==> config.mk <==
export PLATFORM = sky130hd
export DESIGN_NAME = lprx_top
export DESIGN_NICKNAME = d
export VERILOG_FILES = /design/src/rtl/lprx_pkg.sv /design/src/rtl/lprx_lane_detect.sv /design/src/rtl/lprx_lane_buf.sv /design/src/rtl/lprx_read_ctrl.sv /design/src/rtl/lprx_top.sv
export SDC_FILE = /design/constraint.sdc
export NUM_CORES = 1
export LEC_CHECK = 0
export BUFFER_PORTS_ARGS = -buffer_cell sky130_fd_sc_hd__buf_4
export CELL_PAD_IN_SITES_DETAIL_PLACEMENT = 0
export CELL_PAD_IN_SITES_GLOBAL_PLACEMENT = 1
export CORE_UTILIZATION = 28
export DETAILED_ROUTE_END_ITERATION = 6
export PLACE_DENSITY_LB_ADDON = 0.1
export SLEW_MARGIN = 20
export SYNTH_ARGS = -nofsm -noshare
export SYNTH_HDL_FRONTEND = slang
export SYNTH_SLANG_ARGS = --single-unit
==> constraint.sdc <==
create_clock -name clk -period 1.7 [get_ports clk]
set_input_delay 0.085 -clock clk [delete_from_list [all_inputs] [get_ports clk]]
set_output_delay 0.085 -clock clk [all_outputs]
set_load 0.05 [all_outputs]
==> src/rtl/lprx_pkg.sv <==
`timescale 1ns/1ps
package lprx_pkg;

    // Training state of one lane
    typedef enum logic [1:0] {
        LN_WAIT_LOW = 2'd0,   // lane not yet seen low at a rising edge
        LN_ARMED    = 2'd1,   // seen low, watching for the training rise
        LN_LOCKED   = 2'd2    // edge chosen, write pointer running
    } lane_st_e;

endpackage

==> src/rtl/lprx_lane_detect.sv <==
`timescale 1ns/1ps
module lprx_lane_detect
    import lprx_pkg::*;
(
    input  logic clk,
    input  logic rst,
    input  logic din,
    output logic ready,
    output logic edge_fall,
    output logic wr_en,
    output logic sel_bit
);

    typedef struct packed {
        lane_st_e st;
        logic     rise;   // lane value at the previous rising edge
        logic     fall;   // 1: falling-edge sampling chosen
    } det_t;

    det_t det_d, det_q;
    logic neg_q;          // lane value at the latest falling edge

    // Half-period sample, taken on the falling edge
    always_ff @(negedge clk) begin
        if (rst) neg_q <= 1'b0;
        else     neg_q <= din;
    end

    always_comb begin
        det_d      = det_q;
        det_d.rise = din;
        case (det_q.st)
            LN_WAIT_LOW: begin
                if (!din) det_d.st = LN_ARMED;
            end
            LN_ARMED: begin
                if (neg_q && !det_q.rise) begin
                    // rise landed before mid-period
                    det_d.st   = LN_LOCKED;
                    det_d.fall = 1'b1;
                end else if (din && !det_q.rise) begin
                    // rise landed after mid-period
                    det_d.st   = LN_LOCKED;
                    det_d.fall = 1'b0;
                end
            end
            default: ;
        endcase
    end

    always_ff @(posedge clk) begin
        if (rst) begin
            det_q.st   <= LN_WAIT_LOW;
            det_q.rise <= 1'b0;
            det_q.fall <= 1'b0;
        end else begin
            det_q <= det_d;
        end
    end

    assign ready     = (det_q.st == LN_LOCKED);
    assign edge_fall = det_q.fall;
    assign wr_en     = (det_q.st == LN_LOCKED);
    assign sel_bit   = det_q.fall ? neg_q : din;

endmodule

==> src/rtl/lprx_lane_buf.sv <==
`timescale 1ns/1ps
module lprx_lane_buf #(
    parameter int DEPTH = 8,
    localparam int PTR_W = (DEPTH > 1) ? $clog2(DEPTH) : 1
) (
    input  logic             clk,
    input  logic             rst,
    input  logic             wr_en,
    input  logic             wr_bit,
    input  logic [PTR_W-1:0] rd_ptr,
    output logic             rd_bit
);

    typedef struct packed {
        logic [DEPTH-1:0] mem;
        logic [PTR_W-1:0] wptr;
    } buf_t;

    buf_t buf_d, buf_q;

    always_comb begin
        buf_d = buf_q;
        if (wr_en) begin
            buf_d.mem[buf_q.wptr] = wr_bit;
            if (buf_q.wptr == PTR_W'(DEPTH - 1)) buf_d.wptr = '0;
            else                                buf_d.wptr = buf_q.wptr + 1'b1;
        end
    end

    always_ff @(posedge clk) begin
        if (rst) begin
            buf_q.mem  <= '0;
            buf_q.wptr <= '0;
        end else begin
            buf_q <= buf_d;
        end
    end

    assign rd_bit = buf_q.mem[rd_ptr];

endmodule

==> src/rtl/lprx_read_ctrl.sv <==
`timescale 1ns/1ps
module lprx_read_ctrl #(
    parameter int LANES   = 8,
    parameter int LATENCY = 8,
    parameter int DEPTH   = 8,
    localparam int PTR_W  = (DEPTH > 1) ? $clog2(DEPTH) : 1,
    localparam int CNT_W  = $clog2(LATENCY + 1)
) (
    input  logic             clk,
    input  logic             rst,
    input  logic             all_ready,
    input  logic [LANES-1:0] rd_bits,
    output logic [PTR_W-1:0] rd_ptr,
    output logic [LANES-1:0] out_word,
    output logic             out_valid
);

    typedef struct packed {
        logic [CNT_W-1:0] cnt;
        logic [PTR_W-1:0] rptr;
        logic [LANES-1:0] word;
        logic             valid;
    } rd_t;

    rd_t rd_d, rd_q;
    logic at_offset;

    assign at_offset = (rd_q.cnt == CNT_W'(LATENCY));

    always_comb begin
        rd_d = rd_q;
        if (!at_offset) rd_d.cnt = rd_q.cnt + 1'b1;
        if (at_offset && all_ready) begin
            rd_d.word  = rd_bits;
            rd_d.valid = 1'b1;
            if (rd_q.rptr == PTR_W'(DEPTH - 1)) rd_d.rptr = '0;
            else                               rd_d.rptr = rd_q.rptr + 1'b1;
        end
    end

    always_ff @(posedge clk) begin
        if (rst) begin
            rd_q.cnt   <= '0;
            rd_q.rptr  <= '0;
            rd_q.word  <= '0;
            rd_q.valid <= 1'b0;
        end else begin
            rd_q <= rd_d;
        end
    end

    assign rd_ptr    = rd_q.rptr;
    assign out_word  = rd_q.word;
    assign out_valid = rd_q.valid;

endmodule

==> src/rtl/lprx_top.sv <==
`timescale 1ns/1ps
module lprx_top #(
    parameter int LANES   = 8,
    parameter int LATENCY = 8,
    parameter int DEPTH   = 8,
    localparam int PTR_W  = (DEPTH > 1) ? $clog2(DEPTH) : 1
) (
    input  logic             clk,
    input  logic             rst,
    input  logic [LANES-1:0] lane_in,
    output logic [LANES-1:0] out_word,
    output logic             out_valid,
    output logic [LANES-1:0] lane_ready,
    output logic [LANES-1:0] lane_edge_fall
);

    logic [LANES-1:0] wr_en;
    logic [LANES-1:0] sel_bit;
    logic [LANES-1:0] rd_bits;
    logic [PTR_W-1:0] rd_ptr;

    for (genvar g = 0; g < LANES; g++) begin : g_lane
        lprx_lane_detect u_det (
            .clk       (clk),
            .rst       (rst),
            .din       (lane_in[g]),
            .ready     (lane_ready[g]),
            .edge_fall (lane_edge_fall[g]),
            .wr_en     (wr_en[g]),
            .sel_bit   (sel_bit[g])
        );

        lprx_lane_buf #(.DEPTH(DEPTH)) u_buf (
            .clk    (clk),
            .rst    (rst),
            .wr_en  (wr_en[g]),
            .wr_bit (sel_bit[g]),
            .rd_ptr (rd_ptr),
            .rd_bit (rd_bits[g])
        );
    end

    lprx_read_ctrl #(
        .LANES   (LANES),
        .LATENCY (LATENCY),
        .DEPTH   (DEPTH)
    ) u_rd (
        .clk       (clk),
        .rst       (rst),
        .all_ready (&lane_ready),
        .rd_bits   (rd_bits),
        .rd_ptr    (rd_ptr),
        .out_word  (out_word),
        .out_valid (out_valid)
    );

endmodule

==> flow_summary.ini, run 1 <==
[global_routing]
grt_overflow = 0
first_global_vias = 5060
grt_pass1_wl_um = 26090
antenna_found_initial = 0
track_usage_pct = 13.74
grt_max_degree = 22

[run]
max_cap_viol_count = 0

[synthesis]
ys_seq_area_share_pct = 42.82
syn_area_um2 = 6733
syn_avg_cell_area_um2 = 9.403
synth_cell_types = 41
ys.warnings.count = 0
ys_async_sr_fraction_pct = 0
ys.flop_type = dfxtp_1
syn-num-nets = 746
ys_ff_latch = 144
synth_edf_count = 0
syn-instance-count = 716

[clock_network]
cts-root-buf = clkbuf_16
clockBufferDepth = 2
tritoncts = yes
clock_latency_ps = 450
clkTransAtPathRegs_ps = 60
htree_num_levels = 4
cts_inserted_buffers = 17
clock-sinks = 144

[cells_and_area]
nets = 801
instances_no_fill = 1103
areaGrowthSynthToFinish_pct = 28.02
drive_above_1_share_pct = 26.91
antenna_cells = 0

[setup_path]
crit_path_start_kind = register
critPathMaxFanout = 8
reg2reg_to = g_lane[2].u_buf.buf_q[9]
critPathArrivalTime_ps = 2130
required_ps = 2010
rr_startpoint = g_lane[2].u_det.neg_q
rrSetupSlack_ps = -120
critPathCaptureType = register
worstRegToRegCells = 3
path_class = reg -> reg

[pwr]
p_int_mw = 6.195
p_seq_share_pct = 43.1
p_per_area_nw_per_um2 = 954.8
p_comb_share_pct = 7.8
p_leak_nw = 3.312
p_sw_mw = 2.035
peakVddDrop_v = 0.0006594
swShare_pct = 24.73
pwr-share-clk_pct = 49.1

[drt]
finalWirelength_um = 15900
vias = 5176
ant_nets = 0
wl_per_cell_um = 14.42
vias_per_cell = 4.693
drtIter0Drc = 305
drcViolationCount = 0
dr.pass1.iters = 4

[floorplanning]
dieArea_um2 = 24670
start_util_pct = 28.60
die_x_um = 157.1
die_h_um = 157.1
core_um2 = 23540
row_count = 56
pin_count = 35

[place]
numPlacedInstances = 1049
gp_congestion = 0.7394
port_buffers = 34
dp_hpwl_um = 10790

[timing]
relSlewSlack_pct = 68.68
finClkSkew_ps = 34.32
rsz0062_at_grt = yes
final_max_slew_viol_count = 0
worstMarginPinSlew_ps = 468.8
final-hold-violation-count = 0
setup_viol = 73
fin_ws_ps = -117.0
fin_tns_setup_ps = -6221

[hold_path]
hp-start = rst
hold_depth = 3
hp-class = in -> reg
min_to = g_lane[2].u_det.det_q[2]

[outcome]
violations = negative setup slack
status = complete, but fails checks
[per-layer routing]
metal	global-route usage, %	vias up	share of wire (%)
li1	-	2618	-
met1	17.57	2493	48
met2	22.54	50	48
met3	2.891	15	2.2
met4	5.455	0	1.5
met5	0	-	0
[worst max path at each step]
stage,start,to,cells after the start
after global routing,g_lane[1].u_det.neg_q,g_lane[1].u_buf.buf_q[7],3
after detailed placement,u_rd.rd_ptr[0],u_rd.out_word[7],5
final,g_lane[2].u_det.neg_q,g_lane[2].u_buf.buf_q[9],3
after global placement,u_rd.rd_ptr[0],u_rd.out_word[7],5
after floorplan,g_lane[4].u_det.neg_q,g_lane[4].u_buf.buf_q[5],3
after CTS,g_lane[1].u_det.neg_q,g_lane[1].u_buf.buf_q[7],3
[synthesized netlist by cell type (all sizes together), types with 2 or more instances]
cell	number	area [µm²]
nand2b	9	56.30
dfxtp	144	2883
mux4	16	367.9
clkbuf	25	93.84
mux2i	62	620.6
nand4b	9	78.83
a2111oi	8	88.84
nor4b	12	105.1
buf	46	317.8
ha	20	250.2
inv	12	45.04
mux2	8	90.09
nor2	115	431.7
nand3	11	55.05
a211o	8	70.07
o21ai	11	55.05
nand3b	10	75.07
nor3b	23	172.7
nor3	31	155.2
nand2	43	161.4
a22oi	5	37.54
nor4	9	56.30
nor2b	16	100.1
xnor2	2	17.52
a32oi	3	26.28
a21oi	45	225.2
nand4	8	50.05
[what timing repair did]
item	4_1_cts	5_1_grt
hold endpoints to repair	22	0
gates cloned	1	0
setup buffers	4	3
resized for setup	31	45
setup endpoints to repair	81	93
hold buffers	8	0
pin swaps	22	40
[power by group through the flow]
stage	logic, mW	clock network [mW]	registers, mW
after detailed placement	0.583	0.0327	3.62
after global placement	0.574	0.0327	3.61
after floorplan	0.402	0.0327	3.60
after global routing	0.707	4.35	3.56
after CTS	0.617	4.19	3.54
final	0.642	4.04	3.55
[flip-flops by register name (all words and copies together) (netlist names)]
| register | flops |
|---|---|
| g_lane.u_det.edge_fall | 8 |
| g_lane.u_det.neg_q | 8 |
| u_rd.out_valid | 1 |
| u_rd.out_word | 8 |
| g_lane.u_det.det_q | 24 |
| g_lane.u_buf.buf_q | 88 |
| u_rd.rd_q | 4 |
| u_rd.rd_ptr | 3 |
[worst max-delay path, cell delays in order (launching register included)]
cell and delay (ps):
dfxtp_2 310, mux2_4 300, mux2i_1 170, nor2_1 50
[final cells by class]
cell class / instances / area, µm²
inverters: 11 / 41.29
clock buffers: 21 / 504.2
flip-flops and latches: 144 / 2899
repair buffers: 100 / 915.9
fillers: 2399 / 14920
well taps: 319 / 399.1
clock inverters: 19 / 151.4
multi-input cells: 489 / 3709
[metrics by stage]
step | setup WS (ps) | util, % | cell area (µm²) | total power [mW] | hold WS, ps
after floorplan | -44.39 | - | 6783 | 4.031 | 242.1
after global placement | -108.0 | 31.81 | 7490 | 4.220 | 372.6
after detailed placement | -123.9 | 31.81 | 7490 | 4.233 | 387.3
after CTS | -113.5 | 35.78 | 8423 | 8.345 | 3.744
after global routing | -201.0 | 36.61 | 8620 | 8.615 | 10.44
final | -117.0 | 36.61 | 8620 | 8.230 | 13.90
[kinds of logic after synthesis]
logic type	share of synthesized area, %
AO/OA/AOI/OAI	7.471
flip-flops	42.82
XOR/XNOR	0.3903
adder cells (fa/ha/maj)	3.717
AND/OR/NAND/NOR	22.80
multiplexers	16.02
buffers and inverters	6.783
[cells in the final DEF (no fill, tap or decap), drive strengths merged, types with 2 or more instances in the layout]
cell type,n
a211o,8
a22oi,5
nor3b,23
bufinv,2
nor2b,16
nor4b,12
mux2i,62
inv,22
o21ai,11
a2111oi,8
clkbuf,21
clkinv,4
dlygate4sd3,8
buf,92
nor2,115
nand4b,9
dfxtp,144
a21oi,45
xnor2,2
nand4,8
nor4,9
mux2,8
ha,20
nand3b,10
nand2b,9
clkinvlp,2
nand3,11
mux4,16
nor3,31
a32oi,3
nand2,43
Power figures use the tool's default switching activity.
==> run 2: changes to the inputs <==
--- a/config.mk
+++ b/config.mk
@@ -9,6 +9,7 @@
 export CELL_PAD_IN_SITES_DETAIL_PLACEMENT = 0
 export CELL_PAD_IN_SITES_GLOBAL_PLACEMENT = 1
 export CORE_UTILIZATION = 28
+export CTS_CLUSTER_DIAMETER = 30
 export DETAILED_ROUTE_END_ITERATION = 6
 export PLACE_DENSITY_LB_ADDON = 0.1
 export SLEW_MARGIN = 20
==> constraint.sdc (replaced) <==
create_clock -name clk -period 2.2 [get_ports clk]
set_input_delay 0.11 -clock clk [delete_from_list [all_inputs] [get_ports clk]]
set_output_delay 0.11 -clock clk [all_outputs]
set_load 0.05 [all_outputs]
==> flow_summary.ini, run 2 (synthesized netlist as in run 1, its figures left out) <==
[drt]
vias_per_cell = 4.693
ant_nets = 0
dr.pass1.iters = 4
wl_per_cell_um = 14.14
drtIter0Drc = 246
finalWirelength_um = 15120
vias = 5017
drcViolationCount = 0

[floorplanning]
die_x_um = 157.1
core_um2 = 23540
row_count = 56
start_util_pct = 28.60
pin_count = 35
dieArea_um2 = 24670
die_h_um = 157.1

[cells_and_area]
largest_reg_flops = 88
regMostFlops = g_lane.u_buf.buf_q
drive_above_1_share_pct = 16.27
finish.utilization_pct = 33.61
nets = 767
top_regs = g_lane.u_buf.buf_q x88, g_lane.u_det.det_q x24
instances_no_fill = 1069
antenna_cells = 0
layout_commonest_cell = dfxtp_1
areaGrowthSynthToFinish_pct = 17.52
layout_common_cells = dfxtp_1 (143), nor2_1 (115), mux2i_1 (62)
fill_cells = 2464

[place]
gp_congestion = 0.7037
dp_worst_setup_slack_ps = 73.70
numPlacedInstances = 1022
port_buffers = 34
dp_hpwl_um = 10360

[setup_path]
critPathMaxFanout = 8
path_cells = mux2_2 -> mux2i_1 -> nor2_1
required_ps = 2500
critPathMaxStageDelay_ps = 360
path_class = reg -> reg
slowest_stage = mux2_2
critPathArrivalTime_ps = 2430
crit_path_start_kind = register
critPathCaptureType = register

[global_routing]
grt_pass1_wl_um = 25380
antenna_found_initial = 0
first_global_vias = 5025
grt_overflow = 0
grt_max_degree = 43
track_usage_pct = 13.24

[timing]
rsz0062_at_grt = no
final-hold-violation-count = 0
final_max_slew_viol_count = 0
whs_ps = 83.91
finClkSkew_ps = 32.27
setup_viol = 0
fin_ws_ps = 72.37
relSlewSlack_pct = 68.58
fin_tns_setup_ps = 0
worstMarginPinSlew_ps = 471.3

[run]
max_cap_viol_count = 0

[clock_network]
clock-sinks = 144
cts_inserted_buffers = 17
cts-root-buf = clkbuf_16
tritoncts = yes
clockBufferDepth = 2
clkTransAtPathRegs_ps = 60
htree_num_levels = 4
cts_setup_buffers = 0
clock_latency_ps = 450

[hold_path]
hp-class = in -> reg

[pwr]
peakVddDrop_v = 0.0003873
p_leak_nw = 3.069
p_per_area_nw_per_um2 = 772.6

[outcome]
status = complete, no violations
==> run 2: cell count changes in the layout (fill, tap and decap cells not counted), sizes merged <==
cell and delta:
clkbuf +4, inv -2, buf -34, bufinv -2
==> run 2: critical path: cells and delay by family, from the launching register on <==
| kind | cells | cell delay [ps] |
|---|---|---|
| simple gates | 1 | 50 |
| flops | 1 | 320 |
| mux | 2 | 520 |
==> run 2: path summary, 6_finish.rpt <==
check                         from                        end  slack, ps  cells past startpoint
min reg2reg         u_rd.out_valid             u_rd.out_valid        450                      2
max reg2reg  g_lane[5].u_det.neg_q   g_lane[5].u_buf.buf_q[8]         70                      3
min                            rst  g_lane[2].u_det.edge_fall         80                      2
max          g_lane[5].u_det.neg_q   g_lane[5].u_buf.buf_q[8]         70                      3
==> run 2: layout make-up <==
class / count / area, µm² / area share, %
timing repair buffer: 66 / 528.0 / 6.673
multi-input combinational: 489 / 3420 / 43.22
clock inverter: 15 / 70.07 / 0.8855
inverter: 11 / 41.29 / 0.5218
sequential: 144 / 2884 / 36.45
tap: 319 / 399.1 / 5.044
clock buffer: 25 / 570.5 / 7.211
==> run 2: repair_timing <==
item | in CTS | in global routing
endpoints found under the setup margin | 0 | 10
hold buffers | 8 | 0
hold endpoints to repair | 16 | 0
gates resized for setup | 0 | 6
==> run 2: per-stage QoR <==
stage,power (mW),area [µm²]
2_1_floorplan,3.106,6733
3_3_place_gp,3.215,7174
3_5_place_dp,3.223,7174
4_1_cts,6.237,7891
5_1_grt,6.434,7913
6_report,6.113,7913
==> run 2: report_power, final <==
group          total [mW]  switching [mW]  leakage [nW]  internal (mW)
clock network        2.96            1.15         0.342           1.81
registers            2.75          0.0792          1.17           2.67
logic               0.399           0.239          1.56          0.160
total                6.11            1.46          3.07           4.65
==> run 2: layer usage <==
metal  part of all wire (%)  GRT usage [%]  wire [µm]
met4                    2.1          6.149        322
met2                     45          20.80       6854
met1                     50          17.14       7505
met3                    2.9          3.084        433
met5                      0              0          0
==> run 3: changes to the inputs <==
--- a/config.mk
+++ b/config.mk
@@ -8,7 +8,7 @@
 export BUFFER_PORTS_ARGS = -buffer_cell sky130_fd_sc_hd__buf_4
 export CELL_PAD_IN_SITES_DETAIL_PLACEMENT = 0
 export CELL_PAD_IN_SITES_GLOBAL_PLACEMENT = 1
-export CORE_UTILIZATION = 28
+export CORE_UTILIZATION = 50
 export CTS_CLUSTER_DIAMETER = 30
 export DETAILED_ROUTE_END_ITERATION = 6
 export PLACE_DENSITY_LB_ADDON = 0.1
==> flow_summary.ini, run 3 (synthesized netlist as in run 1, its figures left out) <==
[setup_path]
crit_path_start_kind = register
worstRegToRegCells = 3
rrSetupSlack_ps = 70
critPathArrivalTime_ps = 2420
path_class = reg -> reg
required_ps = 2490
critPathCaptureType = register
critPathMaxFanout = 8

[timing]
rsz0062_at_grt = no
fin_tns_setup_ps = 0
final-hold-violation-count = 0
relSlewSlack_pct = 60.10
worstMarginPinSlew_ps = 598.5
setup_viol = 0
final_max_slew_viol_count = 0
finClkSkew_ps = 34.51
whs_ps = 90.70

[cells_and_area]
layout_commonest_cell = dfxtp_1
drive_above_1_share_pct = 15.28
fill_cells = 1176
antenna_cells = 0
instances_no_fill = 922
areaGrowthSynthToFinish_pct = 14.14
top_regs = g_lane.u_buf.buf_q x88, g_lane.u_det.det_q x24
multi_input_area_um2 = 3422
nets = 763
regArea_um2 = 2884
finish.utilization_pct = 58.26
largest_reg_flops = 88
layout_common_cells = dfxtp_1 (143), nor2_1 (115), mux2i_1 (62)
regMostFlops = g_lane.u_buf.buf_q

[floorplanning]
die_h_um = 118.0
pin_count = 35
row_count = 42
die_x_um = 118.0
dieArea_um2 = 13930
start_util_pct = 51.04
core_um2 = 13190

[drt]
ant_nets = 0
vias = 5050
drtIter0Drc = 268
drcViolationCount = 0
finalWirelength_um = 13640
wl_per_cell_um = 14.80
vias_per_cell = 5.477
dr.pass1.iters = 4

[pwr]
swShare_pct = 23.03
p_per_area_nw_per_um2 = 779.9
p_seq_share_pct = 46.0
peakVddDrop_v = 0.0005100
p_int_mw = 4.613
p_comb_share_pct = 6.4
pwr-share-clk_pct = 47.6
p_sw_mw = 1.380
p_leak_nw = 3.049

[global_routing]
grt_util_met3_pct = 4.990
met1_usage_pct = 25.65
first_global_vias = 4721
grt_busiest_layer = met2
antenna_found_initial = 0
grt_overflow = 0
grt_max_degree = 58
track_usage_pct = 20.66
grtUsageMet2_pct = 34.52
grt_pass1_wl_um = 22880

[clock_network]
clkTransAtPathRegs_ps = 60
cts-root-buf = clkbuf_16
htree_num_levels = 4
cts_inserted_buffers = 17
clock_latency_ps = 440
clockBufferDepth = 2
clock-sinks = 144
cts_setup_buffers = 0
tritoncts = yes

[place]
gp_congestion = 0.7944
dp_hpwl_um = 9356
port_buffers = 34
numPlacedInstances = 875

[hold_path]
hold_depth = 2
hp-class = in -> reg

[run]
max_cap_viol_count = 0

[outcome]
status = complete, no violations
[run 3: metrics by stage]
step | worst slack [ps] | instance area [µm²] | total power [mW]
after floorplan | 168.1 | 6733 | 3.106
after global routing | 1.061 | 7685 | 6.242
after CTS | 40.52 | 7661 | 6.059
final | 66.08 | 7685 | 5.993
after global placement | 97.76 | 6965 | 3.190
after detailed placement | 65.79 | 6965 | 3.205
[run 3: timing repair]
action,4_1_cts,5_1_grt
gates resized for setup,0,7
endpoints found under the setup margin,0,20
hold buffers,8,0
endpoints found under the hold margin,16,0
[run 3: path summary, 6_finish.rpt]
check / from / end
setup reg to reg: g_lane[3].u_det.neg_q / g_lane[3].u_buf.buf_q[5]
hold reg to reg: u_rd.out_valid / u_rd.out_valid
hold / removal: rst / g_lane[2].u_buf.buf_q[0]
setup / recovery: g_lane[3].u_det.neg_q / g_lane[3].u_buf.buf_q[5]
[run 3: routing by layer]
| layer | wire [µm] | vias up | share of wire, % |
|---|---|---|---|
| met3 | 422 | 4 | 3.1 |
| met4 | 70 | 0 | 0.51 |
| li1 | - | 2548 | - |
| met5 | 0 | - | 0 |
| met1 | 6444 | 2437 | 47 |
| met2 | 6707 | 61 | 49 |
[run 3: power groups by stage]
stage / clock (mW) / sequential, mW / combinational (mW)
after floorplan: 0.0252 / 2.78 / 0.304
after global placement: 0.0252 / 2.80 / 0.362
after detailed placement: 0.0252 / 2.81 / 0.372
after CTS: 2.92 / 2.75 / 0.385
after global routing: 3.05 / 2.77 / 0.424
final: 2.85 / 2.75 / 0.386
[run 3: area by class of cell]
type / instances / share of cell area [%]
multi-input cells: 489 / 44.53
flip-flops and latches: 144 / 37.53
clock buffers: 29 / 7.473
repair buffers: 62 / 6.480
well taps: 176 / 2.866
clock inverters: 11 / 0.5861
inverters: 11 / 0.5373
[run 3: critical path, cell delays in order, from the launching register on]
cell and delay [ps]:
dfxtp_1 320, mux2_2 350, mux2i_1 170, nor2_1 60
